[config.mk]
export PLATFORM = sky130hd
export DESIGN_NAME = ctl_pkt_dispatch
export DESIGN_NICKNAME = d
export VERILOG_FILES = /design/src/rtl/ctl_pkt_pkg.sv /design/src/rtl/cmd_decode.sv /design/src/rtl/sec_counter.sv /design/src/rtl/reply_build.sv /design/src/rtl/ctl_pkt_dispatch.sv
export SDC_FILE = /design/constraint.sdc
export NUM_CORES = 1
export LEC_CHECK = 0
export ABC_AREA = 1
export ABC_CLOCK_PERIOD_IN_PS = 4400
export BUFFER_PORTS_ARGS = -buffer_cell sky130_fd_sc_hd__buf_2
export CAP_MARGIN = 20
export CORE_ASPECT_RATIO = 0.6
export CORE_UTILIZATION = 50
export CTS_CLUSTER_DIAMETER = 40
export DETAILED_ROUTE_END_ITERATION = 7
export HOLD_SLACK_MARGIN = 0.03
export PLACE_DENSITY = 0.82
export SLEW_MARGIN = 15
export SYNTH_ARGS = -nofsm -noshare
export SYNTH_HDL_FRONTEND = slang
export SYNTH_SLANG_ARGS = --single-unit
export TNS_END_PERCENT = 1
[constraint.sdc]
create_clock -name clk -period 4.4 [get_ports clk]
set_input_delay 0.66 -clock clk [delete_from_list [all_inputs] [get_ports clk]]
set_output_delay 0.66 -clock clk [all_outputs]
set_load 0.1 [all_outputs]
[src/rtl/ctl_pkt_pkg.sv]
package ctl_pkt_pkg;

  localparam logic [7:0] CLS_BUS = 8'd0;
  localparam logic [7:0] CLS_CMD = 8'd1;
  localparam logic [7:0] CLS_ERR = 8'd2;

  localparam logic [7:0] ERR_BAD_ARGS = 8'h05;
  localparam logic [7:0] ERR_UNKNOWN  = 8'h02;

  localparam int NUM_CMDS = 9;

  typedef enum logic [3:0] {
    OP_NONE,
    OP_APOLL,
    OP_RATE,
    OP_DEVLIST,
    OP_PWRDN,
    OP_SYSRST,
    OP_FSFLAG,
    OP_PWRMSG,
    OP_GETTIME,
    OP_SETTIME
  } op_e;

  typedef struct packed {
    op_e  op;
    logic known;
    logic args_ok;
  } decode_t;

endpackage

[src/rtl/cmd_decode.sv]
module cmd_decode
  import ctl_pkt_pkg::*;
#(
  parameter int         LEN_W       = 4,
  parameter logic [7:0] OPC_APOLL   = 8'h01,
  parameter logic [7:0] OPC_RATE    = 8'h14,
  parameter logic [7:0] OPC_DEVLIST = 8'h19,
  parameter logic [7:0] OPC_PWRDN   = 8'h0A,
  parameter logic [7:0] OPC_SYSRST  = 8'h11,
  parameter logic [7:0] OPC_FSFLAG  = 8'h13,
  parameter logic [7:0] OPC_PWRMSG  = 8'h21,
  parameter logic [7:0] OPC_GETTIME = 8'h03,
  parameter logic [7:0] OPC_SETTIME = 8'h09
) (
  input  logic [7:0]       opcode,
  input  logic [LEN_W-1:0] arg_cnt,
  input  logic [7:0]       arg0,
  output decode_t          dec
);

  localparam logic [7:0] OPC_TBL [NUM_CMDS] = '{
    OPC_APOLL, OPC_RATE, OPC_DEVLIST, OPC_PWRDN, OPC_SYSRST,
    OPC_FSFLAG, OPC_PWRMSG, OPC_GETTIME, OPC_SETTIME
  };
  localparam op_e OP_TBL [NUM_CMDS] = '{
    OP_APOLL, OP_RATE, OP_DEVLIST, OP_PWRDN, OP_SYSRST,
    OP_FSFLAG, OP_PWRMSG, OP_GETTIME, OP_SETTIME
  };
  localparam int ARGS_TBL [NUM_CMDS] = '{1, 1, 2, 0, 0, 1, 1, 0, 4};

  always_comb begin
    dec.op      = OP_NONE;
    dec.known   = 1'b0;
    dec.args_ok = 1'b0;
    for (int i = 0; i < NUM_CMDS; i++) begin
      if (opcode == OPC_TBL[i]) begin
        dec.op      = OP_TBL[i];
        dec.known   = 1'b1;
        dec.args_ok = (arg_cnt == LEN_W'(ARGS_TBL[i]));
      end
    end
    // a zero poll period is not accepted
    if (dec.op == OP_RATE && arg0 == 8'd0) begin
      dec.args_ok = 1'b0;
    end
  end

endmodule

[src/rtl/sec_counter.sv]
module sec_counter #(
  parameter int          W    = 32,
  parameter logic [W-1:0] INIT = '0
) (
  input  logic         clk,
  input  logic         rst_n,
  input  logic         tick,
  input  logic         load_en,
  input  logic [W-1:0] load_val,
  output logic [W-1:0] sec
);

  logic [W-1:0] sec_q, sec_d;

  always_comb begin
    sec_d = sec_q;
    if (load_en) begin
      sec_d = load_val;
    end else if (tick) begin
      sec_d = sec_q + W'(1);
    end
  end

  always_ff @(posedge clk or negedge rst_n) begin
    if (!rst_n) begin
      sec_q <= INIT;
    end else if (load_en || tick) begin
      sec_q <= sec_d;
    end
  end

  assign sec = sec_q;


  tick_inc_chk: assert property (@(posedge clk) disable iff (!rst_n)
    (tick && !load_en) |=> (sec_q == $past(sec_q) + W'(1)));


  load_prio_chk: assert property (@(posedge clk) disable iff (!rst_n)
    load_en |=> (sec_q == $past(load_val)));


  idle_hold_chk: assert property (@(posedge clk) disable iff (!rst_n)
    (!tick && !load_en) |=> $stable(sec_q));

endmodule

[src/rtl/reply_build.sv]
module reply_build
  import ctl_pkt_pkg::*;
#(
  parameter int RSP_BYTES = 16,
  parameter int RSP_LW    = 5
) (
  input  decode_t                 dec,
  input  logic [7:0]              opcode,
  input  logic [31:0]             sec,
  output logic [RSP_LW-1:0]       len,
  output logic [RSP_BYTES*8-1:0]  bytes
);

  always_comb begin
    bytes = '0;
    len   = RSP_LW'(4);
    bytes[7:0]   = CLS_ERR;
    bytes[23:16] = CLS_CMD;
    bytes[31:24] = opcode;
    if (!dec.known) begin
      bytes[15:8] = ERR_UNKNOWN;
    end else if (!dec.args_ok) begin
      bytes[15:8] = ERR_BAD_ARGS;
    end else begin
      bytes[7:0]   = CLS_CMD;
      bytes[15:8]  = 8'd0;
      bytes[23:16] = opcode;
      bytes[31:24] = 8'd0;
      len          = RSP_LW'(3);
      if (dec.op == OP_GETTIME) begin
        bytes[31:24] = sec[31:24];
        bytes[39:32] = sec[23:16];
        bytes[47:40] = sec[15:8];
        bytes[55:48] = sec[7:0];
        len          = RSP_LW'(7);
      end
    end
  end

endmodule

[src/rtl/ctl_pkt_dispatch.sv]
module ctl_pkt_dispatch
  import ctl_pkt_pkg::*;
#(
  parameter int          RX_BYTES    = 8,
  parameter int          RSP_BYTES   = 16,
  parameter logic [31:0] RTC_INIT    = 32'd2082844800,
  parameter logic [7:0]  RATE_INIT   = 8'd20,
  parameter logic [15:0] MASK_INIT   = 16'hFFFF,
  parameter logic [7:0]  OPC_APOLL   = 8'h01,
  parameter logic [7:0]  OPC_RATE    = 8'h14,
  parameter logic [7:0]  OPC_DEVLIST = 8'h19,
  parameter logic [7:0]  OPC_PWRDN   = 8'h0A,
  parameter logic [7:0]  OPC_SYSRST  = 8'h11,
  parameter logic [7:0]  OPC_FSFLAG  = 8'h13,
  parameter logic [7:0]  OPC_PWRMSG  = 8'h21,
  parameter logic [7:0]  OPC_GETTIME = 8'h03,
  parameter logic [7:0]  OPC_SETTIME = 8'h09,
  localparam int         LEN_W       = $clog2(RX_BYTES + 1),
  localparam int         RSP_LW      = $clog2(RSP_BYTES + 1)
) (
  input  logic                    clk,
  input  logic                    rst_n,
  input  logic                    pkt_valid,
  input  logic [LEN_W-1:0]        pkt_len,
  input  logic [RX_BYTES*8-1:0]   pkt_data,
  input  logic                    sec_tick,
  output logic                    rsp_valid,
  output logic [RSP_LW-1:0]       rsp_len,
  output logic [RSP_BYTES*8-1:0]  rsp_data,
  output logic                    bus_fwd,
  output logic                    pwr_down,
  output logic                    sys_reset,
  output logic                    apoll_en,
  output logic [7:0]              poll_rate,
  output logic [15:0]             dev_mask
);

  localparam int PAD_BYTES = (RX_BYTES < 6) ? 6 : RX_BYTES;

  // asynchronous assertion, synchronous release
  logic rst_meta, rst_n_int;
  always_ff @(posedge clk or negedge rst_n) begin
    if (!rst_n) begin
      rst_meta  <= 1'b0;
      rst_n_int <= 1'b0;
    end else begin
      rst_meta  <= 1'b1;
      rst_n_int <= rst_meta;
    end
  end

  logic [PAD_BYTES*8-1:0] pad;
  logic [7:0]             cls_b, opc_b, a0, a1, a2, a3;
  logic [LEN_W-1:0]       arg_cnt;
  logic                   is_cmd, is_bus, run;
  decode_t                dec;
  logic [31:0]            sec;
  logic [RSP_LW-1:0]      bld_len;
  logic [RSP_BYTES*8-1:0] bld_bytes;

  assign pad     = (PAD_BYTES*8)'(pkt_data);
  assign cls_b   = pad[7:0];
  assign opc_b   = pad[15:8];
  assign a0      = pad[23:16];
  assign a1      = pad[31:24];
  assign a2      = pad[39:32];
  assign a3      = pad[47:40];
  assign arg_cnt = pkt_len - LEN_W'(2);

  assign is_bus = pkt_valid && (pkt_len != '0) && (cls_b == CLS_BUS);
  assign is_cmd = pkt_valid && (pkt_len >= LEN_W'(2)) && (cls_b == CLS_CMD);
  assign run    = is_cmd && dec.known && dec.args_ok;

  cmd_decode #(
    .LEN_W(LEN_W),
    .OPC_APOLL(OPC_APOLL), .OPC_RATE(OPC_RATE), .OPC_DEVLIST(OPC_DEVLIST),
    .OPC_PWRDN(OPC_PWRDN), .OPC_SYSRST(OPC_SYSRST), .OPC_FSFLAG(OPC_FSFLAG),
    .OPC_PWRMSG(OPC_PWRMSG), .OPC_GETTIME(OPC_GETTIME), .OPC_SETTIME(OPC_SETTIME)
  ) u_decode (
    .opcode (opc_b),
    .arg_cnt(arg_cnt),
    .arg0   (a0),
    .dec    (dec)
  );

  sec_counter #(.W(32), .INIT(RTC_INIT)) u_sec (
    .clk     (clk),
    .rst_n   (rst_n_int),
    .tick    (sec_tick),
    .load_en (run && dec.op == OP_SETTIME),
    .load_val({a0, a1, a2, a3}),
    .sec     (sec)
  );

  reply_build #(.RSP_BYTES(RSP_BYTES), .RSP_LW(RSP_LW)) u_reply (
    .dec   (dec),
    .opcode(opc_b),
    .sec   (sec),
    .len   (bld_len),
    .bytes (bld_bytes)
  );

  // next-state logic
  logic        apoll_d, pwr_d, srst_d;
  logic [7:0]  rate_d;
  logic [15:0] mask_d;

  always_comb begin
    apoll_d = apoll_en;
    rate_d  = poll_rate;
    mask_d  = dev_mask;
    pwr_d   = 1'b0;
    srst_d  = 1'b0;
    if (run) begin
      unique case (dec.op)
        OP_APOLL:   apoll_d = (a0 != 8'd0);
        OP_RATE:    rate_d  = a0;
        OP_DEVLIST: mask_d  = {a0, a1};
        OP_PWRDN:   pwr_d   = 1'b1;
        OP_SYSRST:  srst_d  = 1'b1;
        default:    ;
      endcase
    end
  end

  // registers
  always_ff @(posedge clk or negedge rst_n_int) begin
    if (!rst_n_int) begin
      rsp_valid <= 1'b0;
      bus_fwd   <= 1'b0;
      pwr_down  <= 1'b0;
      sys_reset <= 1'b0;
      apoll_en  <= 1'b0;
      poll_rate <= RATE_INIT;
      dev_mask  <= MASK_INIT;
    end else begin
      rsp_valid <= is_cmd;
      bus_fwd   <= is_bus;
      pwr_down  <= pwr_d;
      sys_reset <= srst_d;
      if (run) begin
        apoll_en  <= apoll_d;
        poll_rate <= rate_d;
        dev_mask  <= mask_d;
      end
    end
  end

  always_ff @(posedge clk or negedge rst_n_int) begin
    if (!rst_n_int) begin
      rsp_len  <= '0;
      rsp_data <= '0;
    end else if (is_cmd) begin
      rsp_len  <= bld_len;
      rsp_data <= bld_bytes;
    end
  end


  bus_excl_chk: assert property (@(posedge clk) disable iff (!rst_n_int)
    bus_fwd |-> !rsp_valid);


  pulse_src_chk: assert property (@(posedge clk) disable iff (!rst_n_int)
    (pwr_down || sys_reset) |-> (rsp_valid && $past(pkt_valid)));


  rate_nz_chk: assert property (@(posedge clk) disable iff (!rst_n_int)
    poll_rate != 8'd0);


  apoll_hold_chk: assert property (@(posedge clk) disable iff (!rst_n_int)
    !$past(pkt_valid) |-> $stable(apoll_en));


  rsp_hdr_chk: assert property (@(posedge clk) disable iff (!rst_n_int)
    rsp_valid |-> ((rsp_data[7:0] == CLS_CMD && rsp_len >= RSP_LW'(3)) ||
                   (rsp_data[7:0] == CLS_ERR && rsp_len == RSP_LW'(4))));

endmodule

* Word level (Yosys, flattened, before mapping)
Index checks and enable logic that the tools add are counted.
Word-level totals: register bits after elaboration 124, input port bits 72, output and inout bits 162, word-level logic and storage cells 80
Operators by class: add/sub/neg operators 2, order comparisons 1, eq/ne operators 20, mux-type cells 26, reductions and logical operators 19
Operator list (count):
- 32-bit 2-to-1 mux | 3
- 40-bit 2-to-1 mux | 2
- 32-bit by 1-bit adder with 32-bit output (second input constant) | 1
- 8-bit by 5-bit equality test with 1-bit output (second input constant) | 4
- 5-bit 2-to-1 mux | 6
- 8-bit by 1-bit equality test with 1-bit output (second input constant) | 2
- 8-bit by 4-bit equality test with 1-bit output (second input constant) | 2
- 8-bit logical NOT | 2
- 4-bit by 2-bit equality test with 1-bit output (second input constant) | 3
- 4-bit by 3-bit equality test with 1-bit output (second input constant) | 3
- 6-bit 2-to-1 mux | 2
- 3-bit 2-to-1 mux | 3
- 4-bit by 1-bit equality test with 1-bit output (second input constant) | 2
- 4-bit equality test (second input constant) | 2
- 8-bit by 2-bit equality test with 1-bit output (second input constant) | 1
- 8-bit by 6-bit equality test with 1-bit output (second input constant) | 1
- 1-bit logical AND | 8
- 4-bit 2-to-1 mux | 2
- 8-bit 2-to-1 mux | 1
- 2-bit AND reduction | 4
- 8-bit nonzero test | 1
- 1-bit 2-to-1 mux | 5
- 4-bit by 2-bit >= comparator with 1-bit output (second input constant) | 1
- 4-bit logical NOT | 1
- other kinds (5) | 6

* Longest topological paths before layout
word-level depth 18, gate-level depth with buffers 17, depth with buffers taken out 16

* Hierarchy
From an unflattened synthesis, not the netlist that was laid out.
Second synthesis, totals: cells, all modules 1343, area total of the unflattened synthesis 10319.9 um^2
By module, submodules not included:
- ctl_pkt_dispatch | times used 1, cells each 729, area an instance 6510.0 um^2, sequential area each 4126.5 um^2
- sec_counter | times used 1, cells each 326, area an instance 2215.9 um^2, sequential area each 815.8 um^2
- reply_build | times used 1, cells each 207, area an instance 1233.7 um^2, sequential area each 0.0 um^2
- cmd_decode | times used 1, cells each 81, area an instance 360.3 um^2, sequential area each 0.0 um^2

* Worst setup path after synthesis
OpenSTA, ideal clock, no wires.
kind input -> register, from input port pkt_data[15], to register poll_rate[7], setup time 122 ps, arrival time 2097 ps, required time 4278 ps, setup slack 2181 ps, stages on the path 17, path buffers 1, cell sequence inv_1 > nand2_1 > nor2_1 > nand2_1 > nand3_1 > nand2_1 > nand2_1 > nand2_1 > nand2_2 > nand2_2 > nand2_4 > nand2_4 > nor2_8 > nand2_4 > buf_6 > nand2_1 > o21ai_2
Between the ends: word-level cells in the longest chain between the ends 15, elaborated cells on any way between the ends 24, classes of those cells 10 x eq/ne; 10 x mux; 4 x reduce/logical
RTL lines:
- from (decl) | line ctl_pkt_dispatch.sv:25 | input logic [RX_BYTES*8-1:0] pkt_data,
- 8-bit by 1-bit equality test with 1-bit output | line cmd_decode.sv:36 | if (opcode == OPC_TBL[i]) begin
- 3-bit 2-to-1 mux | line cmd_decode.sv:36
- 4-bit 2-to-1 mux (2 in series) | line cmd_decode.sv:36
- 5-bit 2-to-1 mux (4 in series) | line cmd_decode.sv:36
- 6-bit 2-to-1 mux | line cmd_decode.sv:36
- 6-bit 2-to-1 mux * | line cmd_decode.sv:36
- 4-bit by 2-bit equality test with 1-bit output | line cmd_decode.sv:43, ctl_pkt_dispatch.sv:115
- 1-bit logical AND | line cmd_decode.sv:43 | if (dec.op == OP_RATE && arg0 == 8'd0) begin
- 1-bit 2-to-1 mux | line cmd_decode.sv:43
- 1-bit logical AND | line ctl_pkt_dispatch.sv:72 | assign run = is_cmd && dec.known && dec.args_ok;
- 2-bit AND reduction (no line) *
- to (signal assigned) | line ctl_pkt_dispatch.sv:143 | poll_rate <= rate_d;
- to (decl) | line ctl_pkt_dispatch.sv:34 | output logic [7:0] poll_rate,
Every way passes the cells marked *; elsewhere a longest branch is shown, timed or not. A chain may end at the register's enable or synchronous reset.

* Worst setup path after layout
from input port pkt_data[15], to register u_sec.sec_q[30], in the netlist u_sec.sec[30]
Between the ends: word-level cells in the longest chain between the ends 17, elaborated cells on any way between the ends 29, classes of those cells 11 x eq/ne; 11 x mux; 7 x reduce/logical
RTL lines:
- 8-bit by 1-bit equality test with 1-bit output | line cmd_decode.sv:36
- 3-bit 2-to-1 mux | line cmd_decode.sv:36
- 4-bit 2-to-1 mux (2 in series) | line cmd_decode.sv:36
- 5-bit 2-to-1 mux (4 in series) | line cmd_decode.sv:36
- 6-bit 2-to-1 mux | line cmd_decode.sv:36
- 6-bit 2-to-1 mux * | line cmd_decode.sv:36
- 4-bit by 2-bit equality test with 1-bit output | line cmd_decode.sv:43
- 1-bit logical AND | line cmd_decode.sv:43
- 1-bit 2-to-1 mux | line cmd_decode.sv:43
- 1-bit logical AND | line ctl_pkt_dispatch.sv:72
- 1-bit logical AND * | line ctl_pkt_dispatch.sv:90 | .load_en (run && dec.op == OP_SETTIME),
- 2-bit nonzero test (no line) / 1-bit logical OR (equally long branches)
- 2-bit AND reduction (no line)
- to (signal assigned) | line sec_counter.sv:26 | sec_q <= INIT;
- to (signal assigned) | line sec_counter.sv:28 | sec_q <= sec_d;
- to (decl) | line sec_counter.sv:13 | logic [W-1:0] sec_q, sec_d;
Marks and branches as above.

==> results by group <==
STA
  – Clock period minus worst slack: 3.34 ns
  – Max Fclk: 0.299 GHz
  – Slew @ Worst Pin: 0.893 ns
  – Slew Limit Fails: 0
  – Max Clock Skew: 0.0105 ns
  – RSZ-0062 raised after global routing: no
  – Final Cycle Share: 76.0%
  – Setup WS post-layout: 1.06 ns
  – Setup violations, final: 0
  – WHS: 0.0848 ns
  – Final setup TNS: 0 ns
  – Worst slew margin: 40.4%
  – Final hold vios: 0

Die
  – Row cnt: 31
  – IO Count: 234
  – Core ar.: 12100 um^2
  – Starting Density: 51.8%
  – Die Ht: 88.9 um
  – Die W: 147 um
  – Die area: 13000 um^2

Synth
  – Synth area leaders: dfrtp_1, dfstp_2, buf_4
  – Post-Synthesis Cell Area: 6290 um^2
  – Sequential element share of the synthesized area: 43.6%
  – Top FF cell, synth: dfrtp_1
  – Post-synth EDFFs: 0
  – Synth area leader: dfrtp_1
  – Synth top area share: 31.1%
  – Synth Instances: 777
  – Average size of a mapped cell: 8.09 um^2
  – Post-synthesis cell type count: 36
  – Yosys reg bits: 108
  – Fraction of registers with async set/reset: 100%
  – Yosys warning count: 0

Cells and area
  – Area Growth Syn to Fin: 11.4%
  – Nets@finish: 966
  – Commonest non-fill, non-tap cell in the layout: nand2_1
  – Inserted Diodes: 0
  – FILL cells: 1098
  – Share of cells above drive strength 1: 25.6%
  – Commonest cells after routing, fill and taps aside: nand2_1, buf_2, nand3_1
  – Non-Filler Instances: 1062
  – Final Cell Area: 7010 um^2

Pwr
  – Lkg Pwr: 3.79 nW
  – Max IR drop VDD: 170 uV
  – Clock power share: 33.1%
  – Combinational power share: 22.9%
  – Power Density: 349 nW/um^2
  – Seq pwr share: 43.9%
  – Switching Fraction: 36.7%
  – Sw power: 0.897 mW
  – Internal power: 1.55 mW

Critical path
  – Slowest CP cell: inv_2
  – Reg-to-reg setup timing slack: 2.10 ns
  – Worst reg2reg path startpoint: u_sec.sec[0]
  – Most frequent cell on the critical path: nand2_1
  – Startpoint Class: primary input
  – CP Class: in -> reg
  – Critical path's largest stage delay: 0.80 ns
  – R2R Path End: u_sec.sec[30]
  – Worst reg-to-reg path cell count: 14
  – Crit path from: pkt_data[15]
  – Delay-heaviest family, CP: simple AND/OR/NAND/NOR gates
  – Cell Chain, Critical Path: buf_2, inv_1, nand2_1, nor2_1, nand2_1, inv_2, nor3_2, nand3_1, nand4_4, inv_2, nand2_1, nand3_1
  – Buffers & Inverters on Critical Path: 4
  – Crit path max fanout: 62
  – Nature of the critical path endpoint: register
  – Worst EP required: 4.68 ns
  – WP data arrival: 3.63 ns

Clocking
  – Clock network latency to the later pin of the worst-skew pair: 0.35 ns
  – Clk sinks: 108
  – Clk slew on worst S/H paths: 0.07 ns
  – Num CTS Buffers: 9
  – CTS tree: done
  – Max clock buf depth: 2
  – CTS-repair resized insts: 0
  – Root buffer cell: clkbuf_16
  – Post-CTS Setup Inserts: 0
  – H-tree level count: 3
  – Hold-fix buffers at CTS: 0

Drt
  – Routed WL: 15200 um
  – Routed Antenna Nets: 0
  – Met3 Routed Length: 1440 um
  – DR pass1 iterations: 7
  – Vias/cell: 4.92
  – Via count: 5227
  – Avg WL per Cell: 14.3 um
  – Met2 WL: 6160 um
  – DR top layer: met4
  – Post-route DRC: 0
  – Starting DRC count in detailed routing: 404
  – M1 WL: 7510 um

Placed design
  – HPWL after DPL: 11000 um
  – Placed Area: 6690 um^2
  – Port Buffers: 132
  – Placed instance count: 1045
  – Placement Setup Slack: 0.775 ns
  – Global placement routability congestion: 0.889

GRT
  – Initial antenna violation count: 0
  – Global Route Usage Sum: 23.8%
  – Vias in the first global route: 4634
  – First-pass GRT wire length: 24100 um
  – Grt total ovfl: 0
  – Pin count of the biggest net entering global routing: 63

Outcome
  – Status: completed

Flow run
  – Number of max-cap violations: 0

Hold path
  – Hold WC Path Type: in -> async
## cell families (layout without fill, tap and decap cells)
group	Yosys count	count (layout)	synth area share, %
simple gates	389	389	28.9
buf+inv	192	228	17.4
flops	108	108	43.6
compound gates	53	53	5.33
xor+xnor	31	31	4.32
fa+ha+maj	2	2	0.398
other cells	2	86	0.119
## power groups by stage
stage,Sequential [mW],Combinational [mW],Clock [mW]
floorplan,1.15,0.483,0
global placement,1.09,0.552,0
detailed placement,1.09,0.556,0
CTS,1.07,0.556,0.827
global route,1.08,0.591,0.872
finish,1.07,0.561,0.810
## synthesized netlist by cell type (all sizes together), types with 8 or more instances
| cell type | number |
|---|---|
| nand4 | 8 |
| dfstp | 30 |
| nor3 | 18 |
| clkbuf | 15 |
| buf | 100 |
| nor2 | 49 |
| xor2 | 27 |
| nand2 | 180 |
| nand3 | 128 |
| inv | 76 |
| o21ai | 48 |
| dfrtp | 78 |
## routing by layer
layer / global-route usage, % / vias up
li1: - / 2532
met4: 3.50 / 0
met1: 37.8 / 2421
met3: 5.10 / 5
met2: 33.2 / 269
met5: 0 / -
## stage by stage
stage	total power, mW	util [%]
2_1_floorplan	1.63	-
3_3_place_gp	1.64	55.1
3_5_place_dp	1.65	55.1
4_1_cts	2.46	57.5
5_1_grt	2.54	57.7
6_report	2.44	57.7
## worst max-delay path by stage
stage,to,cells past startpoint
final,u_sec.sec[30],12
after global routing,u_sec.sec[30],16
after CTS,u_sec.sec[27],12
after detailed placement,u_sec.sec[27],12
after global placement,u_sec.sec[30],12
after floorplan,apoll_en,0
## cell type report
| class | count | area [um^2] | area share (%) |
|---|---|---|---|
| Tap cell | 165 | 206 | 2.95 |
| Multi-Input combinational cell | 561 | 2770 | 39.5 |
| Sequential cell | 108 | 2740 | 39.2 |
| Clock buffer | 11 | 233 | 3.32 |
| Clock inverter | 5 | 60.1 | 0.857 |
| Inverter | 77 | 289 | 4.13 |
| Timing Repair Buffer | 135 | 703 | 10.0 |
## state kept, by name, summed over array words and instances, names as in the netlist
name	count
dev_mask	16
rst_n_int	1
rst_meta	1
rsp_data	43
rsp_valid	1
rsp_len	2
poll_rate	8
bus_fwd	1
sys_reset	1
apoll_en	1
pwr_down	1
u_sec.sec	32
## worst reg2reg max path, cell delays in order (launching register included)
cell and delay [ns]:
dfrtp_1 0.41, ha_1 0.21, nand3_1 0.17, inv_1 0.09
nand2_1 0.10, nor2_2 0.13, nand2_1 0.17, nor2_1 0.23
nand2_1 0.16, nor3_2 0.17, xor2_1 0.15, inv_1 0.05
nor2_1 0.07, nand2_1 0.05, nand3_1 0.07
(Power assumes the default switching activity.)
